**src/rtl/alu8_pkg.sv**
```systemverilog
package alu8_pkg;
    localparam int DATA_W = 8;
    localparam int FL_C = 0;
    localparam int FL_Z = 1;
    localparam int FL_I = 2;
    localparam int FL_D = 3;
    localparam int FL_B = 4;
    localparam int FL_U = 5;
    localparam int FL_V = 6;
    localparam int FL_N = 7;
    localparam int MSB  = DATA_W - 1;
    localparam logic [DATA_W-1:0] STATUS_RST = 8'h20;

    typedef enum logic [2:0] {
        OP_ADC = 3'd0,
        OP_SBC = 3'd1,
        OP_AND = 3'd2,
        OP_LSR = 3'd3,
        OP_CMP = 3'd4,
        OP_BIT = 3'd5,
        OP_INC = 3'd6,
        OP_DEC = 3'd7
    } alu_op_e;

    typedef struct packed {
        logic [DATA_W-1:0] res;
        logic [DATA_W-1:0] flags;
    } alu_out_t;

    typedef struct packed {
        logic [DATA_W-1:0] status;
    } stat_reg_t;
endpackage

```
**src/rtl/alu8_core.sv**
```systemverilog
module alu8_core
    import alu8_pkg::*;
(
    input  alu_op_e           op_i,
    input  logic [DATA_W-1:0] a_i,
    input  logic [DATA_W-1:0] m_i,
    input  logic [DATA_W-1:0] st_i,
    output logic [DATA_W-1:0] res_o,
    output logic [DATA_W-1:0] flags_o
);
    alu_out_t          out_d;
    logic [DATA_W-1:0] addend;
    logic              cin;
    logic [DATA_W:0]   sum;
    logic              upd_zn;

    // shared adder: add, subtract, compare, increment, decrement
    always_comb begin
        addend = m_i;
        cin    = st_i[FL_C];
        unique case (op_i)
            OP_SBC:  begin addend = ~m_i; cin = st_i[FL_C]; end
            OP_CMP:  begin addend = ~m_i; cin = 1'b1;       end
            OP_INC:  begin addend = '0;   cin = 1'b1;       end
            OP_DEC:  begin addend = '1;   cin = 1'b0;       end
            default: begin addend = m_i;  cin = st_i[FL_C]; end
        endcase
        sum = {1'b0, a_i} + {1'b0, addend} + {{DATA_W{1'b0}}, cin};
    end

    always_comb begin
        out_d.flags = st_i;
        out_d.res   = a_i;
        upd_zn      = 1'b1;
        unique case (op_i)
            OP_ADC, OP_SBC: begin
                out_d.res         = sum[MSB:0];
                out_d.flags[FL_C] = sum[DATA_W];
                out_d.flags[FL_V] = (a_i[MSB] == addend[MSB]) &&
                                    (sum[MSB] != a_i[MSB]);
            end
            OP_AND: out_d.res = a_i & m_i;
            OP_LSR: begin
                out_d.res         = {1'b0, a_i[MSB:1]};
                out_d.flags[FL_C] = a_i[0];
            end
            OP_CMP: begin
                upd_zn            = 1'b0;
                out_d.res         = a_i;
                out_d.flags[FL_C] = sum[DATA_W];
                out_d.flags[FL_Z] = (sum[MSB:0] == '0);
                out_d.flags[FL_N] = sum[MSB];
            end
            OP_BIT: begin
                upd_zn            = 1'b0;
                out_d.res         = a_i;
                out_d.flags[FL_Z] = ((a_i & m_i) == '0);
                out_d.flags[FL_V] = m_i[6];
                out_d.flags[FL_N] = m_i[MSB];
            end
            default: out_d.res = sum[MSB:0];
        endcase
        if (upd_zn) begin
            out_d.flags[FL_Z] = (out_d.res == '0);
            out_d.flags[FL_N] = out_d.res[MSB];
        end
        out_d.flags[FL_U] = 1'b1;
    end

    assign res_o   = out_d.res;
    assign flags_o = out_d.flags;
endmodule

```
**src/rtl/alu8_status_reg.sv**
```systemverilog
module alu8_status_reg
    import alu8_pkg::*;
(
    input  logic              clk,
    input  logic              rst_n,
    input  logic [DATA_W-1:0] flags_i,
    input  logic              we_i,
    input  logic              cset_i,
    input  logic              cclr_i,
    output logic [DATA_W-1:0] status_o
);
    stat_reg_t st_d, st_q;

    always_comb begin
        st_d = st_q;
        if (we_i) st_d.status = flags_i;
        if (cset_i)      st_d.status[FL_C] = 1'b1;
        else if (cclr_i) st_d.status[FL_C] = 1'b0;
        st_d.status[FL_U] = 1'b1;
    end

    always_ff @(posedge clk) begin
        if (!rst_n) st_q.status <= STATUS_RST;
        else        st_q <= st_d;
    end

    assign status_o = st_q.status;

    p_unused_high_r10: assert property (@(posedge clk) disable iff (!rst_n)
        st_q.status[FL_U]);
    p_carry_set_r12: assert property (@(posedge clk) disable iff (!rst_n)
        cset_i |=> st_q.status[FL_C]);
    p_carry_clr_r12: assert property (@(posedge clk) disable iff (!rst_n)
        (cclr_i && !cset_i) |=> !st_q.status[FL_C]);
    p_hold_r11: assert property (@(posedge clk) disable iff (!rst_n)
        (!we_i && !cset_i && !cclr_i) |=> $stable(st_q.status));
endmodule

```
**src/rtl/alu8_flags_unit.sv**
```systemverilog
module alu8_flags_unit
    import alu8_pkg::*;
(
    input  logic        clk,
    input  logic        rst_n,
    input  logic [2:0]  op_i,
    input  logic [7:0]  a_i,
    input  logic [7:0]  m_i,
    input  logic        flag_we_i,
    input  logic        carry_set_i,
    input  logic        carry_clr_i,
    output logic [7:0]  result_o,
    output logic [7:0]  flags_nxt_o,
    output logic [7:0]  status_o
);
    alu_op_e op;
    assign op = alu_op_e'(op_i);

    alu8_core u_core (
        .op_i    (op),
        .a_i     (a_i),
        .m_i     (m_i),
        .st_i    (status_o),
        .res_o   (result_o),
        .flags_o (flags_nxt_o)
    );

    alu8_status_reg u_stat (
        .clk      (clk),
        .rst_n    (rst_n),
        .flags_i  (flags_nxt_o),
        .we_i     (flag_we_i),
        .cset_i   (carry_set_i),
        .cclr_i   (carry_clr_i),
        .status_o (status_o)
    );

    // AND leaves carry and overflow untouched
    p_and_keeps_cv_r10: assert property (@(posedge clk) disable iff (!rst_n)
        (flag_we_i && op_i == 3'd2 && !carry_set_i && !carry_clr_i)
        |=> (status_o[FL_C] == $past(status_o[FL_C])) &&
            (status_o[FL_V] == $past(status_o[FL_V])));
    // write lands the proposed byte
    p_write_lands_r11: assert property (@(posedge clk) disable iff (!rst_n)
        (flag_we_i && !carry_set_i && !carry_clr_i)
        |=> status_o == $past(flags_nxt_o));
    // B, D and I never move
    p_bdi_fixed_r10: assert property (@(posedge clk) disable iff (!rst_n)
        status_o[4:2] == 3'b000);
endmodule

```
**config.mk**
```make
export PLATFORM = sky130hd
export DESIGN_NAME = alu8_flags_unit
export DESIGN_NICKNAME = d
export VERILOG_FILES = /design/src/rtl/alu8_pkg.sv /design/src/rtl/alu8_core.sv /design/src/rtl/alu8_status_reg.sv /design/src/rtl/alu8_flags_unit.sv
export SDC_FILE = /design/constraint.sdc
export NUM_CORES = 1
export LEC_CHECK = 0
export BUFFER_PORTS_ARGS = -buffer_cell sky130_fd_sc_hd__buf_2
export CORE_ASPECT_RATIO = 1.75
export CORE_MARGIN = 5
export CORE_UTILIZATION = 50
export DETAILED_ROUTE_END_ITERATION = 12
export PLACE_DENSITY = 0.77
export SLEW_MARGIN = 15
export SYNTH_ARGS = -nofsm -noshare
export SYNTH_HDL_FRONTEND = slang
export SYNTH_SLANG_ARGS = --single-unit
```
**constraint.sdc**
```tcl
create_clock -name clk -period 7.78 [get_ports clk]
set_clock_uncertainty 0.05 [all_clocks]
set_input_delay 0.389 -clock clk [delete_from_list [all_inputs] [get_ports clk]]
set_output_delay 0.389 -clock clk [all_outputs]
set_load 0.02 [all_outputs]
```
== Word-level counts from Yosys, hierarchy flattened ==
Index checks and enable logic that the tools add are counted.

* Memories kept: 0
* Register bits: 5
* Memory bits (writable): 0
* Output and inout port bits: 24
* Bits in latches: 0
* Memory bits (read-only): 0

* $mul: 0
* Bitwise gates (word level): 2
* Divide/modulo/power cells: 0
* Reductions and logical operators: 11
* Shifts and indexed selects: 0
* Multiplexer cells: 12
* Add/subtract/negate cells: 2
* Magnitude comparators: 0
* Equal/unequal tests: 9

{| class="wikitable"
|+ Operators by type and width
! kind !! count
|-
| one-hot mux 8 bit (3 select lines) || 2
|-
| logical NOT 8 bit || 3
|-
| == test 3 bit, second input constant || 4
|-
| one-hot mux 1 bit (2 select lines) || 5
|-
| adder 8 x 8 -> 9 bit || 1
|-
| adder 9 x 1 -> 9 bit || 1
|-
| bitwise AND 8 bit || 1
|-
| two-way mux 8 bit || 1
|-
| inverter 8 bit || 1
|-
| OR reduction 2 bit || 4
|-
| == test 3 x 2 -> 1 bit, second input constant || 2
|-
| two-way mux 1 bit || 4
|-
| == test 3 x 1 -> 1 bit, second input constant || 1
|-
| logical NOT 3 bit || 1
|-
| nonzero test 3 bit || 1
|-
| OR reduction 3 bit || 1
|-
| == test 1 bit || 1
|-
| logical AND 1 bit || 1
|-
| != test 1 bit || 1
|}

== Depth between registers and ports, before layout ==
* Word-level depth: 11
* Mapped depth: 18

== Modules after synthesis ==
From an unflattened synthesis, not the netlist that was laid out.

* Cell total of the unflattened synthesis: 199
* Area total of the unflattened synthesis: 1432.6 sq um

{| class="wikitable"
|+ Modules (own cells, without submodules)
! module !! area an instance (sq um) !! cells an instance !! times used
|-
| alu8_core || 1147.4 || 173 || 1
|-
| alu8_status_reg || 285.3 || 26 || 1
|}

== Least setup slack after synthesis ==
Ideal clock, no wire load.

* Path kind: input port to output port
* Start point: input op_i[1]
* End point: output flags_nxt_o[1]
* Path buffers: 3
* Arrival: 3640 ps
* Path slack: 3701 ps
* Stages on the path: 18
* Path through: clkbuf_2 -> buf_2 -> buf_1 -> nor2_1 -> xor2_1 -> nand2_1 -> o21ai_0 -> a21oi_1 -> fa_1 -> inv_1 -> fa_1 -> a21o_1 -> a221oi_2 -> xor2_1 -> o21ai_1 -> nor4_1 -> nand4_1 -> nand2_1

* Longest elaborated chain between the ends: 8
* Elaborated cells between the ends (all ways): 19
* Those cells by class: 2 x add/sub; 7 x eq/ne; 5 x mux; 5 x reduce/logical

{| class="wikitable"
|+ RTL lines
! element !! RTL line !! text
|-
| start: declaration || alu8_flags_unit.sv:6 || <nowiki>input logic [2:0] op_i,</nowiki>
|-
| == test 3 x 1 -> 1 bit or == test 3 bit (tied branches) || alu8_core.sv:21, alu8_core.sv:35 ||
|-
| OR reduction 2 bit (no line) || - ||
|-
| one-hot mux 8 bit (3 select lines) || alu8_core.sv:21 || <nowiki>unique case (op_i)</nowiki>
|-
| adder 8 x 8 -> 9 bit || alu8_core.sv:28 || <nowiki>sum = {1'b0, a_i} + {1'b0, addend} + {{DATA_W{1'b0}}, cin};</nowiki>
|-
| adder 9 x 1 -> 9 bit || alu8_core.sv:28 ||
|-
| one-hot mux 8 bit (3 select lines) * || alu8_core.sv:35 || <nowiki>unique case (op_i)</nowiki>
|-
| named net result_o[6] || alu8_flags_unit.sv:12 || <nowiki>output logic [7:0] result_o,</nowiki>
|-
| logical NOT 8 bit * || alu8_core.sv:64 || <nowiki>out_d.flags[FL_Z] = (out_d.res == '0);</nowiki>
|-
| two-way mux 1 bit * || alu8_core.sv:63 || <nowiki>if (upd_zn) begin</nowiki>
|-
| end: declaration || alu8_flags_unit.sv:13 || <nowiki>output logic [7:0] flags_nxt_o,</nowiki>
|}

Mark *: on every way through the listed nets, which the timed path passes. The rest lies on a longest branch.

== Final worst setup path ==
* Start point: input op_i[2]
* End point: output flags_nxt_o[1]

* Longest elaborated chain between the ends: 8
* Elaborated cells between the ends (all ways): 19
* Those cells by class: 2 x add/sub; 7 x eq/ne; 5 x mux; 5 x reduce/logical

{| class="wikitable"
|+ RTL lines
! element !! RTL line
|-
| == test 3 x 1 -> 1 bit or == test 3 bit (tied branches) || alu8_core.sv:21, alu8_core.sv:35
|-
| OR reduction 2 bit (no line) || -
|-
| one-hot mux 8 bit (3 select lines) || alu8_core.sv:21
|-
| adder 8 x 8 -> 9 bit || alu8_core.sv:28
|-
| adder 9 x 1 -> 9 bit || alu8_core.sv:28
|-
| one-hot mux 8 bit (3 select lines) or logical NOT 8 bit (tied branches) || alu8_core.sv:35, alu8_core.sv:51
|-
| logical NOT 8 bit or one-hot mux 1 bit (2 select lines) (tied branches) || alu8_core.sv:64, alu8_core.sv:35
|-
| two-way mux 1 bit * || alu8_core.sv:63
|}

Mark *: on every way between the ends. The rest lies on a longest branch, timed or not.

==> flow_summary.toml <==
[routing]
drc = 0
routedWlPerCell_um = 15.2
totalWireLength_um = 4070
viasPerCell = 6.21
drtAntennaViolNets = 0
routed-via-count = 1665
first_iter_violations = 78
dr.pass1.iters = 4

[logic_synthesis]
synth_flop_cell = "dfxtp_1"
synth_area_sq_um = 1370
synth_edf_count = 0
synthCells = 215
yosysSeqAreaShare = 0.0584
synthDistinctLibCells = 47
yosys_warnings = 0
synth-seq-cells = 4
async_reset_ff_frac = 0
postSynthAreaPerCell_sq_um = 6.38

[setup_path]
endpoint = "flags_nxt_o[1]"
start_kind = "input pin"
reg2regPathDepth = 11
r2r_slack_ps = 4920
crit_type = "input pin to primary output"
crit_required_ps = 7340
end_kind = "primary output"
path_max_fanout = 40
reg2reg_to = "u_stat.status_o[1]"
startpoint = "op_i[2]"
cp.arrival_ps = 3810
r2r-start = "u_stat.status_o[0]"

[sta]
setup_viol = 0
slew_violations = 0
setup-tns-final_ps = 0
period_share = 0.546
worst_slew_pin_slew_ps = 725
max_freq_ghz = 0.235
rsz0062_at_grt = "false"
relSlewSlack = 0.517
hold_viol_final = 0
hold_slack_ps = 348
period_needed_ps = 4250

[cts]
clk-insertion-delay-late_ps = 220
cts_hold_buf = 0
cts_setup_buffers = 0
cts_max_level = 1
root_buffer = "clkbuf_8"
path_clk_slew_ps = 30
numCtsBuffers = 3
cts.path.max_buffers = 2
cts_resized = 0
cts_tree = "yes"
clock_sinks = 4

[power_and_ir_drop]
leakagePower_nw = 0.703
sequentialPowerShare = 0.107
power.switching_mw = 0.108
p_int_mw = 0.112
clkPwrFrac = 0.202
ir_drop_uv = 118
swShare = 0.490
power_frac_comb = 0.692
power_density_nw_per_um2 = 142

[floorplan]
fp.dieW_um = 49.6
io_pins = 48
start_util = 0.516
die_area_sq_um = 3930
rows = 25
chipHeight_um = 79.3
core-area_sq_um = 2660

[layout]
drive_gt1_frac = 0.191
layout_commonest_cell = "buf_2"
fin_area_sq_um = 1540
area_growth_pct = 12.6
n_fill_cell = 276
largest_register_ffs = 4
final_cell_mix = "39 x buf_2, 31 x nor2_1, 21 x nand2_1"
nets = 276
n_antenna_cell = 0

[place]
routabilityCongestion = 0.974
io_buffer_count = 39
dp_hpwl_um = 3250
place_area_sq_um = 1500

[grt]
grt.overflow.total = 0
grt_pass1_wl_um = 6420
antenna_found_initial = 0
grt.total_usage = 0.199
grt_pass1_vias = 1475
grt_max_degree = 41

[run_status]
outcome = "complete, no violations"

[worst_hold_path]
min_path_type = "input pin to flip-flop"

[job]
drv_cap = 0
## layer usage
metal / global-route usage / wire length (um) / vias up
met5: 0 / 0 / -
met3: 0.0263 / 307 / 21
met2: 0.334 / 1990 / 81
li1: - / - / 804
met1: 0.225 / 1550 / 759
met4: 0.139 / 214 / 0
## cell usage after synthesis, types with 2 or more instances
library cell  instances  area [sq um]
nor3b_1               3          22.5
nand4_1               3          18.8
dfxtp_1               4          80.1
nand3_1               4          20.0
xor2_1                5          43.8
o21ai_0              13          65.1
mux2i_1               3          30.0
nor2_1               31           116
buf_1                 3          11.3
xnor2_1               9          78.8
inv_1                 6          22.5
a221oi_1              2          17.5
nor3_1                5          25.0
nor2b_1              11          68.8
fa_1                  2          40.0
a21o_1                2          15.0
buf_4                 8          60.1
a31oi_1               2          12.5
ha_1                  7          87.6
conb_1                2          7.51
nand2b_1              5          31.3
clkbuf_1              5          18.8
a22oi_1               3          22.5
a211oi_1              9          67.6
nand2_1              21          78.8
o21a_1                2          15.0
o22ai_1               8          50.1
a21oi_1              14          70.1
buf_2                 5          25.0
## worst min path at each step
stage,start,to,slack [ps],cells after the start
2_1_floorplan,rst_n,u_stat.status_o[0],460,1
3_3_place_gp,u_stat.status_o[7],u_stat.status_o[7],420,2
3_5_place_dp,u_stat.status_o[7],u_stat.status_o[7],430,2
4_1_cts,carry_set_i,u_stat.status_o[0],350,2
5_1_grt,carry_set_i,u_stat.status_o[0],350,2
6_report,carry_set_i,u_stat.status_o[0],350,2
## metrics by stage
stage	instances	worst slack (ps)	utilization	power [mW]
after global placement	265	3540	0.565	0.173
after CTS	268	3560	0.581	0.220
after detailed placement	265	3570	0.565	0.174
after global routing	268	3160	0.581	0.239
final	268	3530	0.581	0.220
after floorplan	221	3700	-	0.136
## cell type report
type | instances | area, sq um | share of cell area
multi-input cells | 189 | 1170 | 0.759
clock buffers | 3 | 41.3 | 0.0267
repair buffers | 39 | 195 | 0.126
well taps | 27 | 33.8 | 0.0219
flip-flops and latches | 4 | 80.1 | 0.0519
inverters | 6 | 22.5 | 0.0146
## power by group through the flow
stage	Clock (mW)	Sequential, mW	Combinational (mW)
finish	0.0443	0.0235	0.152
CTS	0.0458	0.0234	0.150
floorplan	0	0.0255	0.111
global route	0.0489	0.0236	0.166
global placement	0	0.0236	0.149
detailed placement	0	0.0237	0.150
## kinds of logic after synthesis
logic type / count (synthesis) / synth area share
other: 2 / 0.00548
AO/OA/AOI/OAI: 66 / 0.317
multiplexers: 3 / 0.0219
flip-flops: 4 / 0.0584
buffers and inverters: 28 / 0.104
XOR/XNOR: 14 / 0.0894
AND/OR/NAND/NOR: 89 / 0.311
adder cells (fa/ha/maj): 9 / 0.0931
## critical path, cell delays in order
cell and delay (ps):
buf_2 560, nor2b_1 310, a21oi_1 280, fa_1 220, inv_1 50, fa_1 390, a21o_1 240, a221oi_2 270
xor2_1 230, o21ai_1 110, nor4_1 340, nand4_1 170, nand2_1 90, buf_2 160
(Power assumes the default switching activity.)
